## config.mk

```make
export PLATFORM = sky130hd
export DESIGN_NAME = opaddr_unit
export DESIGN_NICKNAME = d
export VERILOG_FILES = /design/src/rtl/amu_pkg.sv /design/src/rtl/amu_adder.sv /design/src/rtl/amu_ctrl.sv /design/src/rtl/opaddr_unit.sv
export SDC_FILE = /design/constraint.sdc
export NUM_CORES = 1
export LEC_CHECK = 0
export CAP_MARGIN = 20
export CORE_ASPECT_RATIO = 1.5
export CORE_MARGIN = 8
export CORE_UTILIZATION = 30
export DETAILED_ROUTE_END_ITERATION = 8
export DONT_BUFFER_PORTS = 1
export PLACE_DENSITY = 0.53
export SETUP_SLACK_MARGIN = 0.4
export SYNTH_ARGS = -nofsm -noshare
export SYNTH_HDL_FRONTEND = slang
export SYNTH_SLANG_ARGS = --single-unit
```

## constraint.sdc

```tcl
create_clock -name clk -period 9.6 [get_ports clk]
set_input_delay 0.96 -clock clk [delete_from_list [all_inputs] [get_ports clk]]
set_output_delay 0.96 -clock clk [all_outputs]
set_load 0.05 [all_outputs]
```

## src/rtl/amu_pkg.sv

```systemverilog
package amu_pkg;

    localparam logic [2:0] MODE_IMM       = 3'd0;
    localparam logic [2:0] MODE_ABS       = 3'd1;
    localparam logic [2:0] MODE_IDX       = 3'd2;
    localparam logic [2:0] MODE_IND       = 3'd3;
    localparam logic [2:0] MODE_IND_POSTX = 3'd4;
    localparam logic [2:0] MODE_PREX_IND  = 3'd5;

    typedef enum logic [1:0] {
        ST_IDLE = 2'd0,
        ST_VEC  = 2'd1,
        ST_OPND = 2'd2
    } amu_state_e;

    // What a mode code asks of the sequencer
    typedef struct packed {
        logic legal;   // code is defined
        logic imm;     // operand comes straight from the instruction word
        logic vec;     // a vector read comes first
        logic pre_x;   // X is added before the first read
        logic post_x;  // X is added to the vector
    } amu_plan_t;

    function automatic amu_plan_t amu_decode(input logic [2:0] m);
        amu_plan_t p;
        p = '0;
        case (m)
            MODE_IMM:       begin p.legal = 1'b1; p.imm = 1'b1; end
            MODE_ABS:       begin p.legal = 1'b1; end
            MODE_IDX:       begin p.legal = 1'b1; p.pre_x = 1'b1; end
            MODE_IND:       begin p.legal = 1'b1; p.vec = 1'b1; end
            MODE_IND_POSTX: begin p.legal = 1'b1; p.vec = 1'b1; p.post_x = 1'b1; end
            MODE_PREX_IND:  begin p.legal = 1'b1; p.vec = 1'b1; p.pre_x = 1'b1; end
            default:        p = '0;
        endcase
        return p;
    endfunction

endpackage

```

## src/rtl/amu_adder.sv

```systemverilog
module amu_adder #(
    parameter int W = 16
) (
    input  logic [W-1:0] a,
    input  logic [W-1:0] b,
    output logic [W-1:0] sum
);
    // Unsigned, modulo 2^W
    assign sum = a + b;
endmodule

```

## src/rtl/amu_ctrl.sv

```systemverilog
module amu_ctrl
    import amu_pkg::*;
(
    input  logic      clk,
    input  logic      rst,
    input  logic      start,
    input  logic [2:0] mode,
    input  logic      mem_ack,
    output logic      busy,
    output logic      mem_req,
    output logic      accept,
    output amu_plan_t plan_now,
    output logic      post_x,
    output logic      vec_ack,
    output logic      op_ack
);
    amu_state_e state_q, state_d;
    logic       post_x_q;

    assign plan_now = amu_decode(mode);
    assign accept   = start && (state_q == ST_IDLE);
    assign busy     = (state_q != ST_IDLE);
    assign mem_req  = (state_q == ST_VEC) || (state_q == ST_OPND);
    assign vec_ack  = (state_q == ST_VEC)  && mem_ack;
    assign op_ack   = (state_q == ST_OPND) && mem_ack;
    assign post_x   = post_x_q;

    always_comb begin
        state_d = state_q;
        case (state_q)
            ST_IDLE: begin
                if (accept && plan_now.legal && !plan_now.imm)
                    state_d = plan_now.vec ? ST_VEC : ST_OPND;
            end
            ST_VEC:  if (mem_ack) state_d = ST_OPND;
            ST_OPND: if (mem_ack) state_d = ST_IDLE;
            default: state_d = ST_IDLE;
        endcase
    end

    always_ff @(posedge clk) begin
        if (rst) begin
            state_q  <= ST_IDLE;
            post_x_q <= 1'b0;
        end else begin
            state_q <= state_d;
            if (accept) post_x_q <= plan_now.post_x;
        end
    end
endmodule

```

## src/rtl/opaddr_unit.sv

```systemverilog
module opaddr_unit
    import amu_pkg::*;
#(
    parameter int ADDR_W = 16,
    parameter int DATA_W = 16
) (
    input  logic              clk,
    input  logic              rst,
    input  logic              start,
    input  logic [2:0]        mode,
    input  logic [DATA_W-1:0] arg,
    input  logic [ADDR_W-1:0] xreg,
    output logic              busy,
    output logic              mem_req,
    output logic [ADDR_W-1:0] mem_addr,
    input  logic              mem_ack,
    input  logic [DATA_W-1:0] mem_rdata,
    output logic              done,
    output logic [DATA_W-1:0] operand,
    output logic              err
);
    localparam int AW = ADDR_W;

    logic              accept, post_x, vec_ack, op_ack;
    amu_plan_t         plan_now;
    logic [AW-1:0]     addr_q, x_q, add_a, add_b, sum;
    logic [AW-1:0]     arg_addr, vec_addr;
    logic [DATA_W-1:0] operand_q;
    logic              done_q, err_q;

    amu_ctrl u_ctrl (
        .clk      (clk),
        .rst      (rst),
        .start    (start),
        .mode     (mode),
        .mem_ack  (mem_ack),
        .busy     (busy),
        .mem_req  (mem_req),
        .accept   (accept),
        .plan_now (plan_now),
        .post_x   (post_x),
        .vec_ack  (vec_ack),
        .op_ack   (op_ack)
    );

    assign arg_addr = arg[AW-1:0];
    assign vec_addr = mem_rdata[AW-1:0];

    // One adder serves both indexing points: the instruction word plus X
    // at accept time, and the vector plus X when the vector returns.
    assign add_a = vec_ack ? vec_addr : arg_addr;
    assign add_b = vec_ack ? x_q      : xreg;

    amu_adder #(.W(AW)) u_add (
        .a   (add_a),
        .b   (add_b),
        .sum (sum)
    );

    always_ff @(posedge clk) begin
        if (rst) begin
            addr_q    <= '0;
            x_q       <= '0;
            operand_q <= '0;
            done_q    <= 1'b0;
            err_q     <= 1'b0;
        end else begin
            done_q <= 1'b0;
            err_q  <= 1'b0;
            if (accept) begin
                x_q    <= xreg;
                addr_q <= plan_now.pre_x ? sum : arg_addr;
                if (!plan_now.legal) begin
                    operand_q <= '0;
                    done_q    <= 1'b1;
                    err_q     <= 1'b1;
                end else if (plan_now.imm) begin
                    operand_q <= arg;
                    done_q    <= 1'b1;
                end
            end
            if (vec_ack)
                addr_q <= post_x ? sum : vec_addr;
            if (op_ack) begin
                operand_q <= mem_rdata;
                done_q    <= 1'b1;
            end
        end
    end

    assign mem_addr = addr_q;
    assign operand  = operand_q;
    assign done     = done_q;
    assign err      = err_q;
endmodule

```

==> results.py, run 1 <==
metrics = {
    "run_status": {
        "run_status": "complete, no violations",
    },
    "place": {
        "numPortBuffers": 0,
        "hpwl_mm": 8.72,
        "place.gp.congestion": 0.855,
        "detailed_place.area_um2": 3590,
    },
    "die": {
        "floorplan.initialDensity": 0.305,
        "num_rows": 48,
        "floorplan.die.height_um": 148,
        "die_area_um2": 15400,
        "die_w_um": 104,
        "ios": 91,
        "design.core.area_um2": 11400,
    },
    "routing": {
        "wl_mm": 11.8,
        "firstDrtPassIters": 5,
        "remaining_drc_errors": 0,
        "vias": 3396,
        "count_of_nets_left_with_antenna_violations_after_detail_routing": 0,
        "detail_route.vias_per_cell": 5.48,
        "drt_first_iter_violations": 259,
        "routed_wire_length_per_instance_um": 19.0,
    },
    "clocking": {
        "clock-root-buffer": "clkbuf_16",
        "clock_sink_count": 53,
        "post_cts.repair.setup_buffers": 0,
        "clock_tree.htree_level_count": 2,
        "clkLatencyLatePin_ns": 0.30,
        "cts_made_buffers": 5,
        "cts.hold.buffers_added": 0,
        "cts_tree": "done",
        "cts_resized": 0,
        "clk_pin_slew_worst_paths_ns": 0.07,
        "cts_max_path_buffers": 2,
    },
    "sta": {
        "report.final.slew_viol_count": 0,
        "clock_period_minus_worst_slack_ns": 3.57,
        "final-setup-viol-count": 0,
        "fmax_mhz": 280,
        "grt_setup_unrepaired": "false",
        "final_hold_vio_count": 0,
        "fin_setup_tns_ns": 0,
        "worst_clock_skew_ns": 0.00942,
        "min_period_over_period": 0.372,
        "worst-slew-pin-transition_ns": 1.01,
        "slew_headroom": 0.326,
    },
    "synthesis": {
        "synth_cell_type_count": 53,
        "syn_area_per_cell_um2": 7.14,
        "post-synth-top-area-cell": "dfxtp_1",
        "yosysMostFrequentCell": "nand2_1",
        "synth-warning-count": 0,
        "mappedNetlistArea_um2": 3480,
        "count_of_flip_flops_with_a_built_in_enable_after_synthesis": 0,
        "post_synth_inst_count": 487,
        "synth.top_cells.by_area": "dfxtp_1, nand2_1, a21oi_1",
        "synthArstFlopShare": 0,
        "syn_nets": 561,
        "synth_top_area_frac": 0.305,
        "synth-seq-area-share": 0.305,
        "netlist_top_cells_count": "nand2_1, dfxtp_1, a21oi_1",
        "synth_ff_type": "dfxtp_1",
        "post_synthesis_register_bit_count": 53,
    },
    "grt": {
        "grt_first_pass_wirelength_mm": 18.7,
        "antenna_found_initial": 0,
        "overflow": 0,
        "largest_net_degree_at_the_start_of_global_routing": 58,
        "first_global_vias": 3308,
        "grt_util_all_layers": 0.151,
    },
    "hold_path": {
        "hold_class": "flop to flop",
    },
    "finish": {
        "num-nets-final": 543,
        "area.growth.synth_to_final_pct": 7.30,
        "n_fill_cell": 1263,
        "fin_area_um2": 3730,
        "drive_above_1_share": 0.0426,
        "antenna-diode-count": 0,
    },
    "job": {
        "max-cap-violations": 0,
    },
    "worst_setup_path": {
        "cp_data_required_time_ns": 9.79,
        "critPathMaxFanout": 49,
        "worstSetupEndpointType": "flop",
        "critPathLaunchType": "flop",
        "crit_arrival_ns": 3.76,
        "critical_path_class": "flop to flop",
    },
    "pwr": {
        "ir_drop_mv": 0.0688,
        "power.static_leakage_nw": 1.49,
        "powerDensity_nw_per_um2": 214,
    },
}
==> placed cells by master, fill, tap and decap left out, types with 6 or more instances in the layout <==
| cell type | n |
|---|---|
| o21ai_1 | 7 |
| nor2_1 | 36 |
| nand2_1 | 152 |
| a222oi_1 | 16 |
| inv_1 | 8 |
| nand3_1 | 6 |
| a21oi_1 | 47 |
| xnor2_1 | 6 |
| nor3_1 | 9 |
| a211oi_1 | 21 |
| ha_1 | 18 |
| dfxtp_1 | 53 |
| o21ai_0 | 6 |
==> stage by stage <==
| stage | cells | hold WS, ns | setup slack (ns) | power (W) | util |
|---|---|---|---|---|---|
| after detailed placement | 612 | 0.441 | 5.75 | 0.000623 | 0.315 |
| after global placement | 611 | 0.436 | 5.83 | 0.000618 | 0.314 |
| after global routing | 620 | 0.467 | 5.74 | 0.000849 | 0.327 |
| after CTS | 620 | 0.451 | 6.03 | 0.000807 | 0.327 |
| final | 620 | 0.449 | 6.03 | 0.000800 | 0.327 |
| after floorplan | 487 | 0.437 | 5.88 | 0.000562 | - |
==> state kept, by name (all words and copies together), names as in the netlist <==
register        cells
u_ctrl.post_x       1
err                 1
operand            16
u_ctrl.state_q      2
mem_addr           16
x_q                16
done                1
==> routing by layer <==
layer / up-vias / wire length (um) / track usage
li1: 1692 / - / -
met1: 1583 / 4650 / 0.164
met2: 103 / 5820 / 0.259
met3: 18 / 922 / 0.0475
met4: 0 / 395 / 0.0778
met5: - / 0 / 0
==> path summary, 6_finish.rpt <==
| check | from | endpoint | slack [ns] | depth (start not counted) |
|---|---|---|---|---|
| worst min-delay path | x_q[11]$_SDFFE_PP0P_ | x_q[11]$_SDFFE_PP0P_ | 0.45 | 2 |
| worst min register to register | x_q[11]$_SDFFE_PP0P_ | x_q[11]$_SDFFE_PP0P_ | 0.45 | 2 |
| worst max-delay path | u_ctrl.state_q[1]$_SDFFE_PP0P_ | mem_addr[14]$_SDFFE_PP0P_ | 6.03 | 15 |
| worst max register to register | u_ctrl.state_q[1]$_SDFFE_PP0P_ | mem_addr[14]$_SDFFE_PP0P_ | 6.03 | 15 |
==> power breakdown <==
part | switching (W) | total (W) | internal [W]
Combinational | 0.000170 | 0.000267 | 0.0000974
Sequential | 0.0000982 | 0.000350 | 0.000252
Clock | 0.0000859 | 0.000182 | 0.0000962
==> cell type report <==
class / count / area (um2) / share of cell area
clock buffer: 6 / 129 / 0.0345
timing repair buffer: 6 / 48.8 / 0.0131
multi-input combinational: 395 / 2260 / 0.607
tap: 150 / 188 / 0.0503
inverter: 8 / 30.0 / 0.00805
clock inverter: 2 / 10.0 / 0.00268
sequential: 53 / 1060 / 0.284
==> worst max-delay path, stage by stage, from the launching register on <==
cell and delay, ns:
dfxtp_1 0.34, inv_1 0.08, ha_1 0.23, and2_1 0.16
buf_4 0.28, nand2_1 0.13, nand2_1 0.07, ha_1 0.21
fa_1 0.40, a21o_1 0.19, a21oi_1 0.26, o21ai_1 0.15
and2_1 0.21, a211oi_1 0.28, nor4b_1 0.09, or3_1 0.36
==> cell families (layout without fill, tap and decap cells) <==
group,Yosys count,count (layout),synth area share
flops,53,53,0.305
simple gates,234,234,0.288
xor+xnor,11,11,0.0277
buf+inv,39,22,0.0450
fa+ha+maj,19,19,0.0705
compound gates,125,125,0.246
mux,6,6,0.0176
(Power assumes the default switching activity.)
==> run 2: changes to the inputs <==
==> constraint.sdc (replaced) <==
create_clock -name clk -period 3.4 [get_ports clk]
set_input_delay 0.34 -clock clk [delete_from_list [all_inputs] [get_ports clk]]
set_output_delay 0.34 -clock clk [all_outputs]
set_load 0.05 [all_outputs]
==> results.py, run 2 (synthesized netlist as in run 1, its figures left out) <==
metrics = {
    "grt": {
        "first_global_vias": 3506,
        "grt_first_pass_wirelength_mm": 20.4,
        "antenna_found_initial": 0,
        "grt_util_all_layers": 0.169,
        "largest_net_degree_at_the_start_of_global_routing": 58,
        "overflow": 0,
    },
    "die": {
        "floorplan.die.height_um": 148,
        "num_rows": 48,
        "ios": 91,
        "design.core.area_um2": 11400,
        "die_area_um2": 15400,
        "floorplan.initialDensity": 0.305,
        "die_w_um": 104,
    },
    "clocking": {
        "clock-root-buffer": "clkbuf_16",
        "cts_max_path_buffers": 2,
        "clock_tree.htree_level_count": 2,
        "cts_made_buffers": 5,
        "clkLatencyLatePin_ns": 0.30,
        "cts.hold.buffers_added": 0,
        "clock_sink_count": 53,
        "cts_tree": "done",
        "clk_pin_slew_worst_paths_ns": 0.07,
    },
    "routing": {
        "vias": 3719,
        "wl_mm": 13.6,
        "detail_route.vias_per_cell": 5.77,
        "remaining_drc_errors": 0,
        "drt_first_iter_violations": 402,
        "routed_wire_length_per_instance_um": 21.0,
        "firstDrtPassIters": 9,
        "count_of_nets_left_with_antenna_violations_after_detail_routing": 0,
    },
    "sta": {
        "final-setup-viol-count": 0,
        "clock_period_minus_worst_slack_ns": 2.89,
        "min_period_over_period": 0.851,
        "report.final.slew_viol_count": 0,
        "grt_setup_unrepaired": "false",
        "worst_clock_skew_ns": 0.00586,
        "slew_headroom": 0.459,
        "fmax_mhz": 346,
        "worst-slew-pin-transition_ns": 0.812,
        "fin_setup_tns_ns": 0,
        "final_hold_vio_count": 0,
    },
    "worst_setup_path": {
        "timing.critical_path.cells": "inv_2 -> ha_4 -> buf_12 -> nand2_8 -> nand2_4 -> nand2_4 -> ha_4 -> fa_2 -> a21o_1 -> a21oi_4 -> o21ai_2 -> and2_4 -> a211oi_4 -> nor4b_2 -> or3_1",
        "path_buf_inv": 2,
        "cp_data_required_time_ns": 3.59,
        "cpLargestDelayFamily": "simple AND/OR/NAND/NOR gates",
        "max_incr_delay_on_cp_ns": 0.37,
        "worst_path_max_delay_cell": "or3_1",
        "rr_endpoint": "mem_addr[14]$_SDFFE_PP0P_",
        "reg2reg_depth": 15,
        "critPathMaxFanout": 6,
        "r2r-start": "u_ctrl.state_q[1]$_SDFFE_PP0P_",
        "flop2flop_setup_slack_ns": 0.51,
        "critical_path_class": "flop to flop",
        "critical_path_depth": 15,
        "crit_arrival_ns": 3.08,
        "worstSetupEndpointType": "flop",
        "critical_path.startpoint": "u_ctrl.state_q[1]$_SDFFE_PP0P_",
        "critPathLaunchType": "flop",
    },
    "pwr": {
        "design_power_total_w": 0.00257,
        "power_report.internal_total_w": 0.00146,
        "p_seq_frac": 0.386,
        "p_clk_frac": 0.237,
        "ir_drop_mv": 0.204,
        "power.net_switching_w": 0.00111,
        "p_sw_frac": 0.433,
        "power.share.combinational": 0.377,
        "powerDensity_nw_per_um2": 597,
        "power.static_leakage_nw": 1.67,
    },
    "place": {
        "numPortBuffers": 0,
        "hpwl_mm": 8.90,
        "place.gp.congestion": 0.867,
    },
    "run_status": {
        "run_status": "complete, no violations",
    },
    "hold_path": {
        "min_from": "rst",
        "worst_hold_path.endpoint": "done$_SDFF_PP0_",
        "holdPathStages": 1,
        "hold_class": "input port to flop",
    },
    "finish": {
        "area.growth.synth_to_final_pct": 23.7,
        "mostFrequentLayoutCell": "nand2_1",
        "most-common-layout-cells": "nand2_1, dfxtp_1, a21oi_1",
        "num-nets-final": 568,
        "fin_util": 0.377,
        "antenna-diode-count": 0,
        "drive_above_1_share": 0.184,
    },
    "job": {
        "max-cap-violations": 0,
    },
}
## run 2: changes by cell type in the layout (fill, tap and decap cells not counted), sizes merged
cell / change
and2: +4
bufinv: +1
clkinv: -1
buf: +17
nand2: +4
## run 2: cell type report
class / count / area, um2
clock inverter: 2 / 38.8
fill: 1205 / 7110
clock buffer: 6 / 129
multi-input combinational: 403 / 2650
sequential: 53 / 1060
timing repair buffer: 23 / 198
inverter: 8 / 30.0
tap: 150 / 188
## run 2: metal layers
| layer | GRT usage | part of all wire | wire (um) |
|---|---|---|---|
| met5 | 0 | 0 | 0 |
| met4 | 0.0880 | 0.043 | 587 |
| met3 | 0.0397 | 0.079 | 1070 |
| met2 | 0.295 | 0.50 | 6790 |
| met1 | 0.185 | 0.38 | 5110 |
## run 2: worst max path at each step
stage / end / slack (ns)
2_1_floorplan: mem_addr[15]$_SDFFE_PP0P_ / 0.41
3_3_place_gp: mem_addr[14]$_SDFFE_PP0P_ / 0.25
3_5_place_dp: mem_addr[6]$_SDFFE_PP0P_ / 0.16
4_1_cts: mem_addr[10]$_SDFFE_PP0P_ / 0.42
5_1_grt: mem_addr[15]$_SDFFE_PP0P_ / 0.40
6_report: mem_addr[14]$_SDFFE_PP0P_ / 0.51
## run 2: power groups by stage
stage	clock network (W)	logic [W]	registers, W
4_1_cts	0.000625	0.000858	0.000993
6_report	0.000610	0.000968	0.000991
3_5_place_dp	0	0.000779	0.00101
3_3_place_gp	0	0.000770	0.00101
5_1_grt	0.000640	0.00106	0.00100
2_1_floorplan	0	0.000635	0.000979
## run 2: timing repair
item / 4_1_cts / 5_1_grt
endpoints found under the setup margin: 8 / 8
cloned: 7 / 1
setup buffers: 10 / 5
endpoints found under the hold margin: 0 / 0
pin swaps: 16 / 22
gates resized for setup: 18 / 40
## run 2: stage by stage
stage / setup slack [ns] / hold slack (ns) / area [um2] / cells
floorplan: 0.407 / 0.437 / 3560 / 487
global placement: 0.246 / 0.417 / 3650 / 614
detailed placement: 0.164 / 0.420 / 3650 / 614
CTS: 0.418 / 0.0934 / 4040 / 639
global route: 0.398 / 0.0967 / 4300 / 645
finish: 0.508 / 0.101 / 4300 / 645
## run 2: worst reg2reg max path, delay by kind of cell (launching register included)
family / cells / cell delay (ns)
buf+inv: 2 / 0.23
simple gates: 6 / 0.86
compound gates: 4 / 0.70
fa+ha+maj: 3 / 0.68
flops: 1 / 0.32
==> run 3: changes to the inputs <==
--- a/config.mk
+++ b/config.mk
@@ -11,7 +11,6 @@
 export CORE_UTILIZATION = 30
 export DETAILED_ROUTE_END_ITERATION = 8
 export DONT_BUFFER_PORTS = 1
-export PLACE_DENSITY = 0.53
 export SETUP_SLACK_MARGIN = 0.4
 export SYNTH_ARGS = -nofsm -noshare
 export SYNTH_HDL_FRONTEND = slang
==> results.py, run 3 (synthesized netlist as in run 1, its figures left out) <==
metrics = {
    "die": {
        "num_rows": 48,
        "die_area_um2": 15400,
        "floorplan.die.height_um": 148,
        "die_w_um": 104,
        "design.core.area_um2": 11400,
        "floorplan.initialDensity": 0.305,
        "ios": 91,
    },
    "clocking": {
        "clk_pin_slew_worst_paths_ns": 0.07,
        "cts_made_buffers": 5,
        "cts.hold.buffers_added": 0,
        "clkLatencyLatePin_ns": 0.30,
        "clock-root-buffer": "clkbuf_16",
        "clock_tree.htree_level_count": 2,
        "cts_tree": "done",
        "clock_sink_count": 53,
        "cts_max_path_buffers": 2,
    },
    "worst_setup_path": {
        "worstSetupEndpointType": "flop",
        "flop2flop_setup_slack_ns": 0.40,
        "reg2reg_depth": 14,
        "critPathMaxFanout": 7,
        "critPathLaunchType": "flop",
        "critical_path_class": "flop to flop",
        "crit_arrival_ns": 3.19,
        "rr_endpoint": "mem_addr[15]$_SDFFE_PP0P_",
        "r2r-start": "u_ctrl.state_q[1]$_SDFFE_PP0P_",
        "cp_data_required_time_ns": 3.59,
    },
    "finish": {
        "antenna-diode-count": 0,
        "drive_above_1_share": 0.154,
        "num-nets-final": 561,
        "fin_area_um2": 4110,
        "area.growth.synth_to_final_pct": 18.3,
        "fin_util": 0.360,
        "most-common-layout-cells": "nand2_1, dfxtp_1, a21oi_1",
        "mostFrequentLayoutCell": "nand2_1",
    },
    "routing": {
        "wl_mm": 13.0,
        "detail_route.vias_per_cell": 5.84,
        "remaining_drc_errors": 0,
        "drt_first_iter_violations": 436,
        "vias": 3717,
        "firstDrtPassIters": 6,
        "routed_wire_length_per_instance_um": 20.4,
        "count_of_nets_left_with_antenna_violations_after_detail_routing": 0,
    },
    "sta": {
        "fin_worst_hold_slack_ns": 0.111,
        "report.final.slew_viol_count": 0,
        "final-setup-viol-count": 0,
        "worst_clock_skew_ns": 0.00750,
        "fmax_mhz": 334,
        "clock_period_minus_worst_slack_ns": 3.00,
        "slew_headroom": 0.439,
        "grt_setup_unrepaired": "true",
        "final_hold_vio_count": 0,
        "worst-slew-pin-transition_ns": 0.842,
        "min_period_over_period": 0.882,
        "fin_setup_tns_ns": 0,
    },
    "hold_path": {
        "worst_hold_path.endpoint": "u_ctrl.state_q[0]$_SDFFE_PP0P_",
        "min_from": "rst",
        "holdPathStages": 1,
        "hold_class": "input port to flop",
    },
    "pwr": {
        "power.static_leakage_nw": 1.60,
        "ir_drop_mv": 0.219,
        "powerDensity_nw_per_um2": 588,
    },
    "place": {
        "hpwl_mm": 8.68,
        "place.gp.congestion": 0.951,
        "numPortBuffers": 0,
        "detailed_place.area_um2": 3630,
    },
    "grt": {
        "grt_util_all_layers": 0.156,
        "largest_net_degree_at_the_start_of_global_routing": 58,
        "grt_first_pass_wirelength_mm": 19.2,
        "first_global_vias": 3524,
        "overflow": 0,
        "antenna_found_initial": 0,
    },
    "job": {
        "max-cap-violations": 0,
    },
    "run_status": {
        "run_status": "complete, no violations",
    },
}
## run 3: report_power, final
part | leakage, nW | internal (W) | switching [W] | total, W
registers | 0.435 | 0.000713 | 0.000278 | 0.000991
logic | 1.10 | 0.000356 | 0.000552 | 0.000908
clock network | 0.0700 | 0.000290 | 0.000231 | 0.000521
## run 3: layout make-up
class	count	area (um2)
sequential	53	1060
fill	1194	7300
tap	150	188
multi-input combinational	402	2540
timing repair buffer	17	144
inverter	8	30.0
clock buffer	7	143
## run 3: critical path, cell delays in order (launching register included)
cell	delay, ns
dfxtp_2	0.33
inv_2	0.08
ha_4	0.16
buf_4	0.15
and2_4	0.23
nand2_1	0.07
nand2_1	0.07
ha_2	0.31
o21ai_2	0.13
a21oi_1	0.07
or4_4	0.54
or3_1	0.39
nand3_2	0.09
xnor2_1	0.06
a32o_1	0.21
## run 3: metrics by stage
step,cells,worst slack [ns],total power (W)
after floorplan,487,0.407,0.00161
after global placement,611,0.290,0.00175
after CTS,623,0.380,0.00231
after global routing,637,0.302,0.00254
after detailed placement,611,0.186,0.00177
final,637,0.402,0.00242
## run 3: routing by layer
layer  vias to the layer above  share of wire  GRT usage
li1                       1732              -          -
met2                       194           0.51      0.274
met3                        48          0.099     0.0471
met4                         0          0.053      0.106
met5                         -              0          0
met1                      1743           0.34      0.156
## run 3: how the worst max path moves through the flow
stage | cells after the start | end | slack (ns) | from
2_1_floorplan | 16 | mem_addr[15]$_SDFFE_PP0P_ | 0.41 | u_ctrl.state_q[1]$_SDFFE_PP0P_
3_3_place_gp | 13 | mem_addr[15]$_SDFFE_PP0P_ | 0.29 | u_ctrl.state_q[1]$_SDFFE_PP0P_
3_5_place_dp | 13 | mem_addr[15]$_SDFFE_PP0P_ | 0.19 | u_ctrl.state_q[1]$_SDFFE_PP0P_
4_1_cts | 14 | mem_addr[14]$_SDFFE_PP0P_ | 0.38 | u_ctrl.state_q[1]$_SDFFE_PP0P_
5_1_grt | 15 | mem_addr[14]$_SDFFE_PP0P_ | 0.30 | u_ctrl.state_q[1]$_SDFFE_PP0P_
6_report | 14 | mem_addr[15]$_SDFFE_PP0P_ | 0.40 | u_ctrl.state_q[1]$_SDFFE_PP0P_
## run 3: timing repair
item | CTS | global route
gates cloned | 5 | 2
setup buffers | 0 | 11
pin swaps | 3 | 23
setup endpoints to repair | 7 | 9
resized for setup | 3 | 40
